<file path="src/rtl/tsr_pkg.sv">
package tsr_pkg;

  typedef enum logic {
    MODE_SHIFT = 1'b0,
    MODE_LOAD  = 1'b1
  } tsr_mode_e;

  // Mode derived from the write-enable level.
  function automatic tsr_mode_e mode_of(input logic wr);
    return wr ? MODE_LOAD : MODE_SHIFT;
  endfunction

  // Source of a segment's first stage: external tap in load mode,
  // the previous segment's tail in shift mode.
  function automatic logic seg_feed(input tsr_mode_e mode,
                                    input logic ext_bit,
                                    input logic chain_bit);
    return (mode == MODE_LOAD) ? ext_bit : chain_bit;
  endfunction

  // A tap drives its line only in shift mode.
  function automatic logic tap_enable(input tsr_mode_e mode);
    return (mode == MODE_SHIFT);
  endfunction

endpackage

</file>
<file path="src/rtl/tsr_segment.sv">
module tsr_segment #(
  parameter int LEN = 16
) (
  input  logic clk,
  input  logic rst_n,
  input  logic din,
  output logic head,
  output logic tail
);

  logic [LEN-1:0] stages;

  generate
    if (LEN == 1) begin : g_single
      always_ff @(posedge clk or negedge rst_n) begin
        if (!rst_n) stages <= '0;
        else        stages <= din;
      end
    end else begin : g_multi
      always_ff @(posedge clk or negedge rst_n) begin
        if (!rst_n) stages <= '0;
        else        stages <= {stages[LEN-2:0], din};
      end
    end
  endgenerate

  assign head = stages[0];
  assign tail = stages[LEN-1];

endmodule

</file>
<file path="src/rtl/tsr_feed_mux.sv">
module tsr_feed_mux
  import tsr_pkg::*;
#(
  parameter int NUM_SEGS = 4
) (
  input  tsr_mode_e            mode,
  input  logic                 ser_in,
  input  logic [NUM_SEGS-2:0]  tap_in,
  input  logic [NUM_SEGS-1:0]  seg_tail,
  output logic [NUM_SEGS-1:0]  seg_din
);

  assign seg_din[0] = ser_in;

  genvar k;
  generate
    for (k = 1; k < NUM_SEGS; k++) begin : g_feed
      assign seg_din[k] = seg_feed(mode, tap_in[k-1], seg_tail[k-1]);
    end
  endgenerate

endmodule

</file>
<file path="src/rtl/tsr_tap_ctrl.sv">
module tsr_tap_ctrl
  import tsr_pkg::*;
#(
  parameter int NUM_SEGS = 4
) (
  input  logic                wr_en,
  output tsr_mode_e           mode,
  output logic [NUM_SEGS-1:0] tap_oe
);

  assign mode = mode_of(wr_en);

  genvar k;
  generate
    for (k = 0; k < NUM_SEGS; k++) begin : g_oe
      assign tap_oe[k] = tap_enable(mode);
    end
  endgenerate

endmodule

</file>
<file path="src/rtl/tapped_shift_reg.sv">
module tapped_shift_reg
  import tsr_pkg::*;
#(
  parameter int SEG_LEN  = 16,
  parameter int NUM_SEGS = 4
) (
  input  logic                clk,
  input  logic                rst_n,
  input  logic                ser_in,
  input  logic                wr_en,
  input  logic [NUM_SEGS-2:0] tap_in,
  output logic [NUM_SEGS-1:0] tap_out,
  output logic [NUM_SEGS-1:0] tap_oe
);

  localparam int TOTAL_STAGES = SEG_LEN * NUM_SEGS;

  tsr_mode_e           mode;
  logic [NUM_SEGS-1:0] seg_din;    // next value of each segment's first stage
  logic [NUM_SEGS-1:0] seg_first;  // current first stage of each segment
  logic [NUM_SEGS-1:0] seg_tail;   // current last stage of each segment

  tsr_tap_ctrl #(.NUM_SEGS(NUM_SEGS)) u_ctrl (
    .wr_en  (wr_en),
    .mode   (mode),
    .tap_oe (tap_oe)
  );

  tsr_feed_mux #(.NUM_SEGS(NUM_SEGS)) u_mux (
    .mode     (mode),
    .ser_in   (ser_in),
    .tap_in   (tap_in),
    .seg_tail (seg_tail),
    .seg_din  (seg_din)
  );

  genvar k;
  generate
    for (k = 0; k < NUM_SEGS; k++) begin : g_seg
      tsr_segment #(.LEN(SEG_LEN)) u_seg (
        .clk   (clk),
        .rst_n (rst_n),
        .din   (seg_din[k]),
        .head  (seg_first[k]),
        .tail  (seg_tail[k])
      );
    end
  endgenerate

  assign tap_out = seg_tail;

  if (TOTAL_STAGES < 2) begin : g_bad_size
    initial $error("tapped_shift_reg: TOTAL_STAGES must be at least 2");
  end

endmodule

</file>
<file path="config.mk">
export PLATFORM = sky130hd
export DESIGN_NAME = tapped_shift_reg
export DESIGN_NICKNAME = d
export VERILOG_FILES = /design/src/rtl/tsr_pkg.sv /design/src/rtl/tsr_segment.sv /design/src/rtl/tsr_feed_mux.sv /design/src/rtl/tsr_tap_ctrl.sv /design/src/rtl/tapped_shift_reg.sv
export SDC_FILE = /design/constraint.sdc
export NUM_CORES = 1
export LEC_CHECK = 0
export BUFFER_PORTS_ARGS = -buffer_cell sky130_fd_sc_hd__buf_2
export CAP_MARGIN = 20
export CORE_AREA = 2 2 65 67
export DETAILED_ROUTE_END_ITERATION = 10
export DIE_AREA = 0 0 67 69
export GPL_ROUTABILITY_DRIVEN = 1
export GPL_TIMING_DRIVEN = 0
export PLACE_DENSITY = 0.68
export SYNTH_ARGS = -nofsm -noshare
export SYNTH_HDL_FRONTEND = slang
export SYNTH_SLANG_ARGS = --single-unit
</file>
<file path="constraint.sdc">
create_clock -name clk -period 0.97 [get_ports clk]
set_input_delay 0.097 -clock clk [delete_from_list [all_inputs] [get_ports clk]]
set_output_delay 0.097 -clock clk [all_outputs]
set_load 0.02 [all_outputs]
</file>
==> results of run 1 <==
-- power breakdown --
group / switching (mW) / internal (mW) / total (mW) / leakage (nW)
Sequential: 0.0629 / 2.87 / 2.94 / 0.750
Combinational: 0.0988 / 0.0710 / 0.170 / 0.118
Clock: 0.899 / 1.25 / 2.15 / 0.0993
-- layout make-up --
| type | count | area share (%) |
|---|---|---|
| sequential | 64 | 77.58 |
| multi-input combinational | 3 | 1.636 |
| buffer | 3 | 1.091 |
| clock buffer | 11 | 6.849 |
| inverter | 1 | 0.1818 |
| timing repair buffer | 18 | 6.909 |
| clock inverter | 5 | 2.727 |
| tap | 50 | 3.030 |
-- placed cells by master, fill, tap and decap left out --
| master | count |
|---|---|
| clkbuf_1 | 1 |
| clkinv_2 | 2 |
| dlygate4sd3_1 | 2 |
| buf_6 | 4 |
| clkinv_4 | 1 |
| bufinv_16 | 1 |
| buf_4 | 4 |
| dfrtp_1 | 64 |
| mux2_2 | 3 |
| clkbuf_8 | 10 |
| clkinvlp_4 | 1 |
| inv_1 | 1 |
| buf_12 | 1 |
| buf_2 | 10 |
-- layer usage --
layer | up-vias | share of wire [%] | global-route usage (%)
met1 | 338 | 46 | 14.73
met2 | 21 | 45 | 14.08
met3 | 5 | 6.7 | 7.341
met4 | 0 | 2.8 | 8.163
li1 | 274 | - | -
met5 | - | 0 | 0
-- how the worst min path moves through the flow --
stage / start / to / slack, ns / cells past startpoint
after floorplan: rst_n / g_seg[0].u_seg.stages[0] / -0.20 / 0
after global placement: ser_in / g_seg[0].u_seg.stages[0] / 0.21 / 1
after detailed placement: rst_n / g_seg[1].u_seg.stages[10] / 0.18 / 1
after CTS: rst_n / g_seg[0].u_seg.stages[14] / -0.19 / 1
after global routing: rst_n / g_seg[0].u_seg.stages[14] / -0.15 / 1
final: rst_n / g_seg[1].u_seg.stages[13] / -0.19 / 1
-- timing repair --
| item | CTS | global route |
|---|---|---|
| pin swaps | 0 | 0 |
| gates resized for setup | 8 | 0 |
| hold buffers | 1 | 1 |
| endpoints found under the hold margin | 32 | 32 |
| buffers inserted | 1 | 0 |
| setup endpoints to repair | 4 | 3 |
-- kinds of logic after synthesis --
family and synth area share, %:
buf+inv 3.328, flops 94.67, mux 1.997
==> run_results.csv, run 1 <==
group,metric,value,unit
status,status,"finished with violations",
status,violations,"negative hold slack",
setup_path,crit_end,"tap_out[0]",
placement,place_congestion,0.6474,
setup_path,crit_path_cell_trace,"buf_6",
logic_synthesis,synth_cells,75,
pwr,total_power,5.255,mW
pwr,p_leak,0.9672,nW
cells_and_area,seq_area,0.001602,mm^2
detailed_routing,drcViolationCount,0,
clock_network,clk_pin_slew_worst_paths,0.06,ns
logic_synthesis,synth_area_leader_cell,"dfrtp_1",
setup_path,cpPeakStageDelay,0.39,ns
global_route,grt-ovfl-total,0,
die,rows,23,
die,die_y,69,um
logic_synthesis,ys.flop_type,"dfrtp_1",
clock_network,clock-sinks,64,
timing,rsz0062_at_grt,"true",
clock_network,root_buffer,"clkbuf_8",
logic_synthesis,ys_seq_area_share,94.67,%
cells_and_area,multi_input_area,33.78,um^2
global_route,grt_usage,11.57,%
clock_network,numCtsBuffers,9,
die,ios,15,
logic_synthesis,synth_area,0.001692,mm^2
hold_path,hold_class,"in -> async",
die,die-area,0.004623,mm^2
die,core-area,0.003914,mm^2
pwr,peakVddDrop,1.305,mV
cells_and_area,largest_reg_flops,64,
timing,hold_viol,31,
cells_and_area,final_area,0.002064,mm^2
cells_and_area,fin_util,52.75,%
setup_path,worstSetupStartpoint,"g_seg[0].u_seg.stages[15]",
logic_synthesis,async_reset_ff_share,100.0,%
setup_path,cp.arrival,0.85,ns
setup_path,crit_family,"flip-flops",
timing,drv_slew,0,
detailed_routing,post_drt_wl_per_cell,13.12,um
cells_and_area,drive_above_1_share,35.24,%
run,maxCapViolations,0,
global_route,grt_first_pass_wirelength,3525,um
cells_and_area,final_nets,107,
detailed_routing,drt_iter0_drc,22,
setup_path,ff2ff_path_depth,2,
logic_synthesis,synth_area_per_cell,22.55,um^2
detailed_routing,firstDrtPassIters,3,
setup_path,r2r_end,"g_seg[1].u_seg.stages[0]",
timing,finalCritPeriodShare,97.45,%
logic_synthesis,post_synth_num_cell_types,4,
logic_synthesis,synth_common_cells,"dfrtp_1 (64), buf_4 (7), mux2_2 (3)",
clock_network,clock_latency,0.32,ns
clock_network,cts.path.max_buffers,2,
detailed_routing,post_drt_via_cell_ratio,4.116,
timing,layout_min_cycle_time,0.9453,ns
logic_synthesis,yosysWarnings,0,
timing,fmax,1058,MHz
timing,relSlewSlack,54.67,%
placement,port_buffers,14,
setup_path,worstPathMaxFanout,2,
timing,layout_setup_ws,0.02474,ns
global_route,antenna_found_initial,0,
setup_path,reg2reg_from,"g_seg[0].u_seg.stages[15]",
logic_synthesis,ys_seq_elements,64,
setup_path,crit_required,0.87,ns
logic_synthesis,synth_edf_count,0,
cells_and_area,fin_cells,155,
pwr,power.density,2545,mW/mm^2
detailed_routing,wirelength,2033,um
setup_path,cp.depth,1,
cells_and_area,area_growth,22.04,%
logic_synthesis,netlist_top_cells_area,"dfrtp_1 (95%), buf_4 (3.1%), mux2_2 (2.0%), inv_1 (0.22%)",
detailed_routing,vias,638,
setup_path,crit_path_start_kind,"flop",
placement,placed_area,0.001844,mm^2
timing,worst_pin_slew,0.6799,ns
timing,tns,0,ns
placement,dp.cells,140,
setup_path,endpoint_kind,"primary output",
logic_synthesis,synthesis.nets,82,
setup_path,slowest_stage,"dfrtp_1",
logic_synthesis,synth_most_common_cell,"dfrtp_1",
logic_synthesis,synth_top_area_share,94.67,%
cells_and_area,regMostFlops,"g_seg.u_seg.stages",
die,die-width,67,um
detailed_routing,ant_nets,0,
cells_and_area,fillers,329,
setup_path,path_buf_inv,1,
placement,preCtsSetupSlack,0.1717,ns
timing,setup_viol,0,
cells_and_area,diodes,0,
cells_and_area,top_regs,"g_seg.u_seg.stages: 64 flops",
die,start_util,43.22,%
global_route,grt_max_degree,34,
setup_path,path_class,"reg -> out",
clock_network,htreeDepth,3,
setup_path,rrSetupSlack,0.07,ns
timing,finClkSkew,0.005480,ns
global_route,grt_pass1_vias,709,
timing,holdWs,-0.1911,ns
clock_network,cts_tree,"yes",
placement,dp_hpwl,1229,um
Power figures use the tool's default switching activity.
==> inputs of run 2 (changes only) <==
==> constraint.sdc (replaced) <==
create_clock -name clk -period 0.9 [get_ports clk]
set_input_delay 0.09 -clock clk [delete_from_list [all_inputs] [get_ports clk]]
set_output_delay 0.09 -clock clk [all_outputs]
set_load 0.02 [all_outputs]
==> run 2 against run 1 <==
The run ends with negative hold slack, negative setup slack left. Final cell count increased by 1.3%. Sequential share of layout area decreased by 0.93 points. Worst setup slack got worse by 0.16 ns. Combinational power increased by 14%. Sequential power increased by 7.5%. Largest cell class unchanged. Highest routed layer unchanged. Clock skew unchanged. Non-clock buffer count increased by 2. Clock power increased by 8%. Global-route usage unchanged. Critical endpoint unchanged. Power increased by 8.0%. First-iteration DRC count increased by 9.1%.
==> run_results.csv, run 2 (synthesis gave the netlist of run 1 again) <==
group,metric,value,unit
status,status,"finished with violations",
status,violations,"negative hold slack, negative setup slack",
clock_network,clk_pin_slew_worst_paths,0.06,ns
die,start_util,43.22,%
detailed_routing,drt_iter0_drc,24,
cells_and_area,multi_input_area,37.54,um^2
global_route,grt_first_pass_wirelength,3525,um
die,rows,23,
setup_path,worstPathMaxFanout,2,
global_route,grt_use_met2,14.08,%
placement,dp_hpwl,1229,um
timing,layout_min_cycle_time,1.040,ns
clock_network,cts_tree,"yes",
setup_path,crit_path_start_kind,"flop",
clock_network,root_buffer,"clkbuf_8",
detailed_routing,vias,646,
clock_network,htreeDepth,3,
timing,rsz0062_at_grt,"true",
cells_and_area,layout_common_cells,"dfrtp_1 (64), clkbuf_8 (10), buf_2 (10)",
timing,hold_viol,31,
detailed_routing,drcViolationCount,0,
clock_network,numCtsBuffers,9,
die,ios,15,
cells_and_area,top_regs,"g_seg.u_seg.stages: 64 flops",
timing,drv_slew,0,
detailed_routing,ant_nets,0,
cells_and_area,drive_above_1_share,35.51,%
global_route,use_met3,7.341,%
setup_path,reg2reg_from,"g_seg[0].u_seg.stages[15]",
global_route,grt_pass1_vias,709,
timing,finalCritPeriodShare,115.6,%
cells_and_area,largest_reg_flops,64,
placement,dp.cells,140,
detailed_routing,firstDrtPassIters,3,
setup_path,rrSetupSlack,-0.01,ns
cells_and_area,regMostFlops,"g_seg.u_seg.stages",
clock_network,cts.path.max_buffers,2,
setup_path,endpoint_kind,"primary output",
cells_and_area,final_common_cell,"dfrtp_1",
placement,port_buffers,14,
timing,holdWs,-0.1989,ns
timing,layout_setup_ws,-0.1400,ns
placement,place_congestion,0.6474,
run,maxCapViolations,0,
setup_path,crit_end,"tap_out[0]",
setup_path,r2r_end,"g_seg[1].u_seg.stages[0]",
timing,relSlewSlack,54.77,%
setup_path,ff2ff_path_depth,2,
setup_path,crit_required,0.81,ns
die,die_y,69,um
die,die-width,67,um
detailed_routing,post_drt_via_cell_ratio,4.115,
clock_network,clock_latency,0.32,ns
detailed_routing,post_drt_wl_per_cell,12.97,um
pwr,p_leak,0.9817,nW
timing,fmax,961.5,MHz
cells_and_area,area_growth,23.52,%
detailed_routing,wirelength,2037,um
global_route,antenna_found_initial,0,
global_route,gr-max-usage-layer,"met1",
clock_network,clock-sinks,64,
setup_path,worstSetupStartpoint,"g_seg[0].u_seg.stages[15]",
global_route,grt_usage,11.57,%
die,die-area,0.004623,mm^2
pwr,peakVddDrop,1.408,mV
global_route,grt_use_met1,14.73,%
hold_path,hold_class,"in -> async",
die,core-area,0.003914,mm^2
cells_and_area,seq_area,0.001602,mm^2
setup_path,cp.arrival,0.95,ns
placement,preCtsSetupSlack,0.1087,ns
cells_and_area,diodes,0,
cells_and_area,fillers,325,
cells_and_area,fin_cells,157,
timing,finClkSkew,0.005480,ns
global_route,grt_max_degree,34,
global_route,grt-ovfl-total,0,
cells_and_area,final_nets,109,
setup_path,path_class,"reg -> out",
timing,worst_pin_slew,0.6785,ns
timing,setup_viol,5,
pwr,power.density,2716,mW/mm^2
[run 2: cell count changes in the layout (fill, tap and decap cells not counted), sizes merged]
cell | previous run | this run
buf | 19 | 20
dlygate4sd3 | 2 | 3
[run 2: final cells by class]
| cell class | instances | area share [%] |
|---|---|---|
| Sequential cell | 64 | 76.65 |
| Timing Repair Buffer | 19 | 7.305 |
| Clock buffer | 11 | 6.766 |
| Tap cell | 50 | 2.994 |
| Clock inverter | 5 | 2.695 |
| Multi-Input combinational cell | 3 | 1.796 |
| Buffer | 4 | 1.617 |
| Inverter | 1 | 0.1796 |
[run 2: worst min-delay path by stage]
stage / depth (start not counted) / startpoint / slack (ns) / to
6_report: 1 / rst_n / -0.20 / g_seg[1].u_seg.stages[13]
2_1_floorplan: 0 / rst_n / -0.21 / g_seg[0].u_seg.stages[0]
3_3_place_gp: 1 / ser_in / 0.20 / g_seg[0].u_seg.stages[0]
5_1_grt: 1 / rst_n / -0.15 / g_seg[0].u_seg.stages[14]
3_5_place_dp: 1 / rst_n / 0.17 / g_seg[1].u_seg.stages[10]
4_1_cts: 1 / rst_n / -0.20 / g_seg[0].u_seg.stages[14]
[run 2: worst max-delay path, cell delays in order (launching register included)]
cell and delay, ns:
dfrtp_1 0.39, buf_6 0.12, buf_6 0.12
[run 2: power breakdown]
part | total, mW | switching (mW) | internal, mW
sequential | 3.16 | 0.0679 | 3.10
combinational | 0.194 | 0.109 | 0.0855
clock | 2.32 | 0.970 | 1.35
total | 5.68 | 1.15 | 4.53
[run 2: metal layers]
| layer | up-vias | wire length, um |
|---|---|---|
| li1 | 278 | - |
| met1 | 342 | 925 |
| met2 | 21 | 917 |
| met3 | 5 | 137 |
| met4 | 0 | 57 |
| met5 | - | 0 |
[run 2: per-stage QoR]
stage | TNS (ns) | power (mW) | utilization, % | area (um^2) | hold WS (ns)
final | -0.2329 | 5.675 | 53.39 | 2090 | -0.1989
after global routing | -0.4227 | 5.973 | 53.39 | 2090 | -0.1546
after CTS | -0.3592 | 5.786 | 53.04 | 2076 | -0.1993
after detailed placement | 0 | 3.395 | 47.12 | 1844 | 0.1684
after global placement | -16.85 | 3.368 | 46.61 | 1824 | 0.2005
after floorplan | 0 | 3.259 | - | 1692 | -0.2056
[run 2: timing repair]
item / CTS / global route
hold buffers: 2 / 1
gates resized for setup: 9 / 1
hold endpoints to repair: 33 / 32
buffers inserted: 1 / 0
setup endpoints to repair: 4 / 5
